[config.mk]
export PLATFORM = sky130hd
export DESIGN_NAME = rx_irq_moderator
export DESIGN_NICKNAME = d
export VERILOG_FILES = /design/src/rtl/rxim_pkg.sv /design/src/rtl/rxim_tally.sv /design/src/rtl/rxim_holdoff.sv /design/src/rtl/rxim_flag.sv /design/src/rtl/rx_irq_moderator.sv
export SDC_FILE = /design/constraint.sdc
export NUM_CORES = 1
export LEC_CHECK = 0
export ABC_AREA = 0
export BUFFER_PORTS_ARGS = -buffer_cell sky130_fd_sc_hd__buf_4
export CORE_MARGIN = 4
export CORE_UTILIZATION = 45
export DETAILED_ROUTE_END_ITERATION = 8
export PLACE_DENSITY = 0.69
export SYNTH_ARGS = -nofsm -noshare
export SYNTH_HDL_FRONTEND = slang
export SYNTH_HIERARCHICAL = 1
export SYNTH_SLANG_ARGS = --single-unit
[constraint.sdc]
create_clock -name clk -period 8.31 [get_ports clk]
set_clock_uncertainty 0.2 [all_clocks]
set_input_delay 0 -clock clk [delete_from_list [all_inputs] [get_ports clk]]
set_output_delay 0 -clock clk [all_outputs]
set_load 0.02 [all_outputs]
[src/rtl/rxim_pkg.sv]
package rxim_pkg;

  // saturating increment: stops at lim
  function automatic int unsigned sat_inc(int unsigned v, int unsigned lim);
    return (v >= lim) ? lim : v + 1;
  endfunction

  // effective packet threshold: per-packet when off or threshold below 2
  function automatic int unsigned eff_thresh(logic en, int unsigned thr);
    return (!en || thr <= 1) ? 1 : thr;
  endfunction

  // timer reaches its limit on this cycle (limit 0 behaves like 1)
  function automatic logic delay_hit(int unsigned t, int unsigned lim);
    return (t + 1) >= lim;
  endfunction

endpackage

[src/rtl/rxim_tally.sv]
module rxim_tally #(
  parameter int W = 8
) (
  input  logic         clk,
  input  logic         rst_n,
  input  logic         pkt,
  input  logic         clr,
  output logic [W-1:0] cnt_q,
  output logic [W-1:0] cnt_nxt
);
  localparam int unsigned MAXV = (1 << W) - 1;

  always_comb begin
    if (clr)
      cnt_nxt = pkt ? W'(1) : '0;
    else if (pkt)
      cnt_nxt = W'(rxim_pkg::sat_inc(32'(cnt_q), MAXV));
    else
      cnt_nxt = cnt_q;
  end

  always_ff @(posedge clk) begin
    if (!rst_n) cnt_q <= '0;
    else        cnt_q <= cnt_nxt;
  end
endmodule

[src/rtl/rxim_holdoff.sv]
module rxim_holdoff #(
  parameter int DW = 16
) (
  input  logic          clk,
  input  logic          rst_n,
  input  logic          armed,
  input  logic          clr,
  input  logic [DW-1:0] limit,
  output logic          expire
);
  logic [DW-1:0] tmr_q;

  assign expire = armed && rxim_pkg::delay_hit(32'(tmr_q), 32'(limit));

  always_ff @(posedge clk) begin
    if (!rst_n || clr || !armed) tmr_q <= '0;
    else if (!expire)            tmr_q <= tmr_q + DW'(1);
  end
endmodule

[src/rtl/rxim_flag.sv]
module rxim_flag (
  input  logic clk,
  input  logic rst_n,
  input  logic ack,
  input  logic fire,
  output logic irq_q
);
  always_ff @(posedge clk) begin
    if (!rst_n)   irq_q <= 1'b0;
    else if (ack) irq_q <= 1'b0;
    else if (fire) irq_q <= 1'b1;
  end
endmodule

[src/rtl/rx_irq_moderator.sv]
module rx_irq_moderator #(
  parameter int TALLY_W = 8,
  parameter int DLY_W   = 16
) (
  input  logic               clk,
  input  logic               rst_n,
  input  logic               pkt_done,
  input  logic               irq_ack,
  input  logic               mod_en,
  input  logic [TALLY_W-1:0] pkt_thresh,
  input  logic [DLY_W-1:0]   max_delay,
  output logic               irq_req,
  output logic [TALLY_W-1:0] coalesced_cnt
);
  logic [TALLY_W-1:0] cnt_nxt;
  logic               armed;
  logic               fire_cnt;
  logic               fire_tmr;

  rxim_tally #(.W(TALLY_W)) u_tally (
    .clk(clk), .rst_n(rst_n), .pkt(pkt_done), .clr(irq_ack),
    .cnt_q(coalesced_cnt), .cnt_nxt(cnt_nxt)
  );

  // timer runs only while packets wait and nothing is pending
  assign armed = (coalesced_cnt != '0) && !irq_req;

  rxim_holdoff #(.DW(DLY_W)) u_hold (
    .clk(clk), .rst_n(rst_n), .armed(armed), .clr(irq_ack),
    .limit(max_delay), .expire(fire_tmr)
  );

  assign fire_cnt = !irq_req &&
                    (32'(cnt_nxt) >= rxim_pkg::eff_thresh(mod_en, 32'(pkt_thresh)));

  rxim_flag u_flag (
    .clk(clk), .rst_n(rst_n), .ack(irq_ack),
    .fire(fire_cnt || fire_tmr), .irq_q(irq_req)
  );
endmodule


==> results of run 1 <==
==> cell type report <==
class / count / area [um^2] / share of cell area (%)
clock inverters: 1 / 8.76 / 0.333
flip-flops and latches: 25 / 500 / 19.0
repair buffers: 42 / 328 / 12.5
clock buffers: 3 / 41.3 / 1.57
multi-input cells: 221 / 1590 / 60.6
well taps: 67 / 83.8 / 3.19
inverters: 20 / 75.1 / 2.85
==> through the flow <==
| stage | util [%] | power (mW) | worst slack [ps] |
|---|---|---|---|
| final | 55.3 | 0.239 | 4070 |
| after global routing | 55.3 | 0.253 | 3820 |
| after CTS | 55.3 | 0.241 | 4090 |
| after detailed placement | 53.2 | 0.162 | 4420 |
| after global placement | 53.2 | 0.161 | 4510 |
| after floorplan | - | 0.146 | 4750 |
==> worst max-delay path: cells and delay by family (launching register included) <==
family,cells,cell delay [ps]
XOR/XNOR,1,140
flip-flops,1,430
buffers and inverters,1,560
AO/OA/AOI/OAI,5,930
AND/OR/NAND/NOR,6,1350
adder cells (fa/ha/maj),2,540
==> worst paths after layout <==
path	slack, ps	start	cells after the start	endpoint
max reg2reg	4070	u_hold/tmr_q[0]	15	u_flag/irq_q
max	4070	u_hold/tmr_q[0]	15	u_flag/irq_q
min	20	max_delay[0]	4	u_hold/tmr_q[1]
min reg2reg	320	u_hold/tmr_q[11]	2	u_hold/tmr_q[11]
==> synthesized netlist by cell type (7+ instances only) <==
| library cell | count |
|---|---|
| a21oi_1 | 19 |
| a21oi_2 | 7 |
| dfxtp_1 | 25 |
| ha_1 | 26 |
| inv_1 | 20 |
| nand2_1 | 27 |
| nand3_1 | 13 |
| nand4_1 | 8 |
| nor2_1 | 13 |
| nor3_1 | 8 |
| o31ai_1 | 10 |
| or4_2 | 7 |
| xnor2_1 | 12 |
==> power by group through the flow <==
stage | sequential [mW] | clock (mW) | combinational (mW)
4_1_cts | 0.122 | 0.0797 | 0.0390
6_report | 0.122 | 0.0776 | 0.0388
3_5_place_dp | 0.125 | 0 | 0.0368
5_1_grt | 0.123 | 0.0860 | 0.0441
3_3_place_gp | 0.125 | 0 | 0.0364
2_1_floorplan | 0.126 | 0 | 0.0201
==> kinds of logic (layout without fill, tap and decap cells) <==
family | after synthesis | count (layout) | synth area share [%]
buffers and inverters | 30 | 66 | 6.43
multiplexers | 3 | 3 | 1.34
adder cells (fa/ha/maj) | 26 | 26 | 14.5
flip-flops | 25 | 25 | 22.4
AND/OR/NAND/NOR | 110 | 110 | 28.5
XOR/XNOR | 17 | 17 | 6.66
AO/OA/AOI/OAI | 65 | 65 | 20.2
==> flip-flops by register name, indices dropped and copies added (netlist names) <==
name / flops
u_flag/irq_q: 1
u_tally/cnt_q: 8
u_hold/tmr_q: 16
==> layer usage <==
layer | global-route usage (%) | share of wire [%] | vias to the layer above
met5 | 0 | 0 | -
met4 | 3.85 | 0.77 | 0
met3 | 2.18 | 6.0 | 4
met2 | 27.8 | 43 | 67
met1 | 25.1 | 50 | 977
li1 | - | - | 1096
==> what timing repair did <==
item,in CTS,in global routing
endpoints found under the hold margin,9,0
hold buffers,5,0
endpoints found under the setup margin,0,0
setup buffers,0,0
==> cells in the final DEF (no fill, tap or decap), types with 4 or more instances in the layout <==
cell type | Yosys | layout
buf_4 | 0 | 37
nand2_1 | 27 | 27
ha_1 | 26 | 26
dfxtp_1 | 25 | 25
inv_1 | 20 | 20
a21oi_1 | 19 | 19
nor2_1 | 13 | 13
nand3_1 | 13 | 13
xnor2_1 | 12 | 12
o31ai_1 | 10 | 10
nor3_1 | 8 | 8
nand4_1 | 8 | 8
or4_2 | 7 | 7
a21oi_2 | 7 | 7
dlygate4sd3_1 | 0 | 5
xor2_1 | 5 | 5
or4_1 | 5 | 5
nor4_1 | 4 | 4
==> metrics.txt, run 1 <==
first-pass GRT wire length=8.97 mm; H-tree depth=1; DR DRC count=0; area of placed instances=2530 um^2; final setup violating endpoints=0; combinational share of power=16.2%; clock-pin slew on the worst setup and hold paths=100 ps; pwr/cell area=90.8 nW/um^2; startpoint types=flip-flop; Die W=78.5 um; Seq/Total Area, Yosys=22.4%; Synth top area share=22.4%; TNS Setup=0 ps; post-CTS resize count=0; CP most frequent cell=ha_1; first-iteration detailed-routing DRC count=189; grt ovf=0; Die Ht=78.5 um; # IOs=38; period utilization=51.0%; crit path capture type=flip-flop; CTS sink cnt=25; DP HPWL=3.95 mm; Psw=62.1 uW; post-synthesis register bit count=25; initial antenna violation count=0; top cells by area, synth=dfxtp_1 22%, ha_1 15%, xnor2_1 4.7%; fraction of layout cells with a size suffix above 1=22.1%; clock power share=32.5%; mean post-synth cell area=8.11 um^2; Worst-Skew Late Latency=280 ps; Core ar.=4750 um^2; post-route cell area=2630 um^2; Net Count, Synth=331; fillers=473; status=complete, no violations; min Tclk post-route=4240 ps; Synth Instances=276; synth warn=6; number of cells after detailed placement=370; Post-Syn Area=2240 um^2; GPL Wtd Cong=0.819; Crit path required time=8280 ps; ys async rst share=0%; Fmax=236 MHz; number of enable flip-flop cells after synthesis=0; Core Rows=25; worst hold slack=19.6 ps; largest area contributor in the netlist=dfxtp_1; Area Overhead vs Synth=17.6%; CP Data Arrival Time=4210 ps; antenna cells=0; cell internal pwr=177 uW; CTS tree=built; WL/cell=13.7 um; drt pass-1 iters=5; Switching Share=26.0%; Static Leak=1.12 nW; critical-path maximum fanout=6; CTS Root Buffer Type=clkbuf_8; die area=6160 um^2; vias in the first global route=2023; Flop pwr share=51.2%; CP max stage delay=560 ps; starting density of the core=47.1%; Hold Violations, Final=0; antenna-violating nets left=0; CTS buffer count=3; Max-Cap Viols=0; clk buf depth=2; Tot GR Track Use=17.5%; via count=2144; vias per cell=5.66; Post-Layout Cell Count=379; Worst slew margin=39.5%; top_reg_cell synth=dfxtp_1; Port-buffer cells=37; fin. max-slew vios=0; peak supply drop=0.0000669 V; WL final=5.19 mm; worst-margin pin slew=907 ps; crit-path cells=ha_1 -> nand3_2 -> or4_4 -> or2_1 -> xnor2_1 -> ha_1 -> a21o_1 -> a21oi_1 -> o21a_1 -> and2_2 -> a21boi_0 -> a211o_1 -> nor2_1 -> nor3b_2 -> dlygate4sd3_1; RSZ-0062 raised after global routing=false; worst hold path class=primary input to flip-flop; largest net degree at the start of global routing=29; Yosys cell types=59; kind of critical path=flip-flop to flip-flop; critical path's slowest cell=dlygate4sd3_1; final net count=368
Power figures use the tool's default switching activity.
==> inputs of run 2 (changes only) <==
==> constraint.sdc (replaced) <==
create_clock -name clk -period 4.2 [get_ports clk]
set_clock_uncertainty 0.2 [all_clocks]
set_input_delay 0 -clock clk [delete_from_list [all_inputs] [get_ports clk]]
set_output_delay 0 -clock clk [all_outputs]
set_load 0.02 [all_outputs]
==> metrics.txt, run 2 (synthesized netlist as in run 1, its figures left out) <==
worst hold path class=primary input to flip-flop; pwr/cell area=179 nW/um^2 (+97%); CTS sink cnt=25 (unchanged); Max-Cap Viols=0 (unchanged); kind of critical path=flip-flop to flip-flop; vias in the first global route=1971 (-2.6%); fin. max-slew vios=0 (unchanged); Worst slew margin=38.8% (-0.70 points); Reg with most FFs=u_hold/tmr_q; combinational share of power=16.2% (about the same); largest registers=u_hold/tmr_q: 16 flops, u_tally/cnt_q: 8 flops, u_flag/irq_q: 1 flops; Switching Share=26.1% (+0.064 points); Die Ht=78.5 um (unchanged); status=complete, no violations; commonest non-fill, non-tap cell in the layout=buf_4; startpoint types=flip-flop; # IOs=38 (unchanged); Area Overhead vs Synth=17.4%; commonest non-fill, non-tap cells in the layout=38 x buf_4, 27 x nand2_1, 26 x ha_1; clock power share=32.2% (-0.3 points); worst-margin pin slew=918 ps (+10.6 ps); Static Leak=1.11 nW (-0.51%); period utilization=93.1% (+42 points); first-iteration detailed-routing DRC count=197 (+4.2%); max reg flops=16 (unchanged); Worst Reg-to-Reg Cells=12 (-3); min Tclk post-route=3910 ps (-330 ps); antenna-violating nets left=0 (unchanged); Core Rows=25 (unchanged); peak supply drop=0.000107 V (+60%); Hold Violations, Final=0 (unchanged); RR Startpoint=u_hold/tmr_q[0]; Psw=122 uW (+97%); RSZ-0062 raised after global routing=false; CTS Root Buffer Type=clkbuf_8; CTS tree=built; worst hold stages=4 (unchanged); final net count=368 (unchanged); Worst-Skew Late Latency=280 ps (about the same); initial antenna violation count=0 (unchanged); die area=6160 um^2 (unchanged); crit path capture type=flip-flop; fraction of layout cells with a size suffix above 1=22.4% (+0.32 points); GPL Wtd Cong=0.875 (+6.8%); antenna cells=0 (unchanged); CP Data Arrival Time=3920 ps (-290 ps); clock-pin slew on the worst setup and hold paths=90 ps (about the same); largest net degree at the start of global routing=29 (unchanged); DP HPWL=4.02 mm (+1.7%); Port-buffer cells=37 (unchanged); critical-path maximum fanout=23 (+17); Core ar.=4750 um^2 (unchanged); first-pass GRT wire length=8.91 mm (-0.62%); DR DRC count=0 (unchanged); Flop pwr share=51.6% (+0.4 points); vias per cell=5.58 (-1.4%); cell internal pwr=347 uW (+96%); WHS Endpoint=u_hold/tmr_q[1]; Die W=78.5 um (unchanged); H-tree depth=1 (unchanged); via count=2113 (-1.4%); Min-Delay Startpoint=max_delay[0]; final core occ=55.2% (-0.079 points); worst hold slack=19.0 ps (-0.619 ps); CTS buffer count=3 (unchanged); clk buf depth=2 (unchanged); Crit path required time=4210 ps (-4070 ps); grt ovf=0 (unchanged); Tot GR Track Use=17.4% (-0.048 points); drt pass-1 iters=4 (-1); r2r setup slk=290 ps (-3780 ps); TNS Setup=0 ps (unchanged); WL final=5.23 mm (+0.85%); final setup violating endpoints=0 (unchanged); R2R Path End=u_hold/tmr_q[3]; Fmax=256 MHz (+8.4%); starting density of the core=47.1% (unchanged); WL/cell=13.8 um (+0.85%)
[run 2: worst max-delay path, stage by stage (launching register included)]
cell and delay [ps]:
dfxtp_1 430, ha_1 250, nand3_2 140, or4_4 540, or2_1 260, xnor2_1 130, ha_1 290, a21o_1 160
a21oi_1 130, o21a_1 300, nand2_4 200, or4_2 660, a21oi_2 140
[run 2: power by group through the flow]
stage | registers, mW | logic [mW] | clock network [mW]
floorplan | 0.249 | 0.0398 | 0
global placement | 0.247 | 0.0722 | 0
finish | 0.242 | 0.0760 | 0.151
global route | 0.242 | 0.0864 | 0.167
CTS | 0.242 | 0.0765 | 0.155
detailed placement | 0.247 | 0.0730 | 0
[run 2: worst max path at each step]
stage	startpoint	to	slack, ps	depth (start not counted)
floorplan	u_hold/tmr_q[0]	u_hold/tmr_q[13]	640	13
global placement	u_hold/tmr_q[0]	u_hold/tmr_q[3]	390	12
detailed placement	u_hold/tmr_q[0]	u_hold/tmr_q[12]	330	11
CTS	u_hold/tmr_q[0]	u_hold/tmr_q[3]	300	12
global route	u_hold/tmr_q[0]	u_hold/tmr_q[11]	30	11
finish	u_hold/tmr_q[0]	u_hold/tmr_q[3]	290	12
[run 2: through the flow]
stage | area, um^2 | instances | total power [mW] | setup slack [ps]
after floorplan | 2240 | 276 | 0.288 | 641
after global placement | 2540 | 371 | 0.319 | 391
after detailed placement | 2540 | 371 | 0.320 | 327
after CTS | 2630 | 379 | 0.474 | 295
after global routing | 2630 | 379 | 0.496 | 32.3
final | 2630 | 379 | 0.469 | 289
[run 2: area by class of cell]
class,instances,area [um^2]
repair buffers,42,325
multi-input cells,221,1590
well taps,67,83.8
inverters,20,75.1
clock inverters,1,7.51
fillers,498,2130
flip-flops and latches,25,500
clock buffers,3,41.3
[run 2: layer usage]
layer / vias up / share of wire, % / track usage [%]
li1: 1098 / - / -
met1: 969 / 51 / 25.6
met2: 44 / 44 / 26.1
met3: 2 / 4.9 / 2.98
met4: 0 / 0.34 / 4.37
met5: - / 0 / 0
[run 2: timing repair]
action,in CTS,in global routing
resized for setup,0,0
buffers inserted,0,0
endpoints found under the hold margin,9,0
hold buffers,4,0
==> inputs of run 3 (changes only) <==
--- a/config.mk
+++ b/config.mk
@@ -11,6 +11,7 @@
 export CORE_UTILIZATION = 45
 export DETAILED_ROUTE_END_ITERATION = 8
 export PLACE_DENSITY = 0.69
+export RECOVER_POWER = 50
 export SYNTH_ARGS = -nofsm -noshare
 export SYNTH_HDL_FRONTEND = slang
 export SYNTH_HIERARCHICAL = 1
==> metrics.txt, run 3 (synthesized netlist as in run 1, its figures left out) <==
worst hold path class=primary input to flip-flop; DP HPWL=4.02 mm (unchanged); Worst Reg-to-Reg Cells=12 (unchanged); Crit path required time=4210 ps (about the same); CP top delay family=simple AND/OR/NAND/NOR gates; GPL Wtd Cong=0.875 (unchanged); CP Data Arrival Time=3920 ps (about the same); RR Startpoint=u_hold/tmr_q[0]; Tot GR Track Use=17.4% (unchanged); final core occ=54.4% (-0.84 points); vias per cell=5.57 (about the same); setup ws final=288 ps (-0.844 ps); kind of critical path=flip-flop to flip-flop; Min-Delay Startpoint=max_delay[0]; peak supply drop=0.000105 V (-1.5%); die area=6160 um^2 (unchanged); Die W=78.5 um (unchanged); Reg with most FFs=u_hold/tmr_q; critical path's slowest cell=or4_2; Port-buffer cells=37 (unchanged); min Tclk post-route=3910 ps (+0.844 ps); fin. max-slew vios=0 (unchanged); final net count=368 (unchanged); max reg flops=16 (unchanged); TNS Setup=0 ps (unchanged); first-iteration detailed-routing DRC count=187 (-5.1%); largest net degree at the start of global routing=29 (unchanged); Hold Violations, Final=0 (unchanged); Worst slew margin=40.0% (+1.2 points); Static Leak=1.06 nW (-4.5%); antenna cells=0 (unchanged); pwr/cell area=180 nW/um^2 (+1.0%); period utilization=93.1% (about the same); CP most frequent cell=ha_1; worst-margin pin slew=900 ps (-18.3 ps); CP max stage delay=660 ps (about the same); RSZ-0062 raised after global routing=false; vias in the first global route=1971 (unchanged); fraction of layout cells with a size suffix above 1=19.2% (-3.2 points); first-pass GRT wire length=8.91 mm (unchanged); worst hold stages=4 (unchanged); Fmax=256 MHz (about the same); final setup violating endpoints=0 (unchanged); r2r setup slk=290 ps (about the same); Area Overhead vs Synth=15.6%; # IOs=38 (unchanged); CTS buffer count=3 (unchanged); Worst Path Buf+Inv=0 (unchanged); Core ar.=4750 um^2 (unchanged); startpoint types=flip-flop; Core Rows=25 (unchanged); WL final=5.21 mm (-0.36%); R2R Path End=u_hold/tmr_q[3]; status=complete, no violations; WHS Endpoint=u_hold/tmr_q[1]; commonest non-fill, non-tap cells in the layout=29 x buf_4, 27 x nand2_1, 26 x ha_1; worst hold slack=17.8 ps (-1.18 ps); critical-path maximum fanout=23 (unchanged); CTS Root Buffer Type=clkbuf_8; DR DRC count=0 (unchanged); Worst-Skew Late Latency=280 ps (about the same); WL/cell=13.8 um (-0.36%); grt ovf=0 (unchanged); drt pass-1 iters=4 (unchanged); largest registers=u_hold/tmr_q: 16 flops, u_tally/cnt_q: 8 flops, u_flag/irq_q: 1 flops; clk buf depth=2 (unchanged); starting density of the core=47.1% (unchanged); CTS tree=built; via count=2111 (-0.095%); CTS sink cnt=25 (unchanged); crit path capture type=flip-flop; CP Depth=12 (unchanged); H-tree depth=1 (unchanged); Max-Cap Viols=0 (unchanged); clock-pin slew on the worst setup and hold paths=90 ps (about the same); fillers=506 (+1.6%); antenna-violating nets left=0 (unchanged); dpl ws=327 ps (unchanged); initial antenna violation count=0 (unchanged); crit-path cells=ha_1 -> nand3_2 -> or4_4 -> or2_1 -> xnor2_1 -> ha_1 -> a21o_1 -> a21oi_1 -> o21a_1 -> nand2_4 -> or4_2 -> a21oi_2; Die Ht=78.5 um (unchanged); commonest non-fill, non-tap cell in the layout=buf_4
-- run 3: cell count changes in the layout (fill, tap and decap cells not counted), sizes merged --
cell / change
clkbuf: +9
buf: -9
-- run 3: worst max path at each step --
stage / to / startpoint / slack (ps)
after global routing: u_hold/tmr_q[11] / u_hold/tmr_q[0] / 30
after global placement: u_hold/tmr_q[3] / u_hold/tmr_q[0] / 390
final: u_hold/tmr_q[3] / u_hold/tmr_q[0] / 290
after detailed placement: u_hold/tmr_q[12] / u_hold/tmr_q[0] / 330
after floorplan: u_hold/tmr_q[13] / u_hold/tmr_q[0] / 640
after CTS: u_hold/tmr_q[3] / u_hold/tmr_q[0] / 300
-- run 3: through the flow --
step	cells	cell area (um^2)	total power, mW
finish	379	2590	0.467
global route	379	2590	0.495
CTS	379	2630	0.474
detailed placement	371	2540	0.320
global placement	371	2540	0.319
floorplan	276	2240	0.288
-- run 3: where the power goes --
| part | total (mW) | internal (mW) | leakage [nW] | switching [mW] |
|---|---|---|---|---|
| sequential | 0.242 | 0.239 | 0.202 | 0.00305 |
| combinational | 0.0747 | 0.0392 | 0.840 | 0.0355 |
| clock | 0.150 | 0.0674 | 0.0217 | 0.0828 |
| total | 0.467 | 0.345 | 1.06 | 0.121 |
-- run 3: what timing repair did --
item                      CTS  global route
resized for setup           0             0
hold buffers                4             0
hold endpoints to repair    9             0
buffers inserted            0             0
-- run 3: layer usage --
layer  track usage (%)  share of wire (%)  wire, um  vias to the layer above
li1                  -                  -         -                     1100
met1              25.6                 51      2650                      968
met2              26.1                 43      2260                       41
met3              2.98                5.4       280                        2
met4              4.37               0.35        18                        0
met5                 0                  0         0                        -
-- run 3: cell type report --
class                      instances  area (um^2)  share of cell area (%)
tap                               67         83.8                    3.24
clock inverter                     1         7.51                   0.290
multi-input combinational        221         1590                    61.3
timing repair buffer              42          292                    11.3
sequential                        25          500                    19.4
clock buffer                       3         41.3                    1.60
inverter                          20         75.1                    2.90
-- run 3: worst reg2reg max path: cells and delay by family (launching register included) --
kind	cells	cell delay [ps]
xor gates and xnor gates	1	130
adders and majority gates	2	540
DFF	1	430
and+or+nand+nor	5	1810
AOI/OAI and AO/OA	4	730
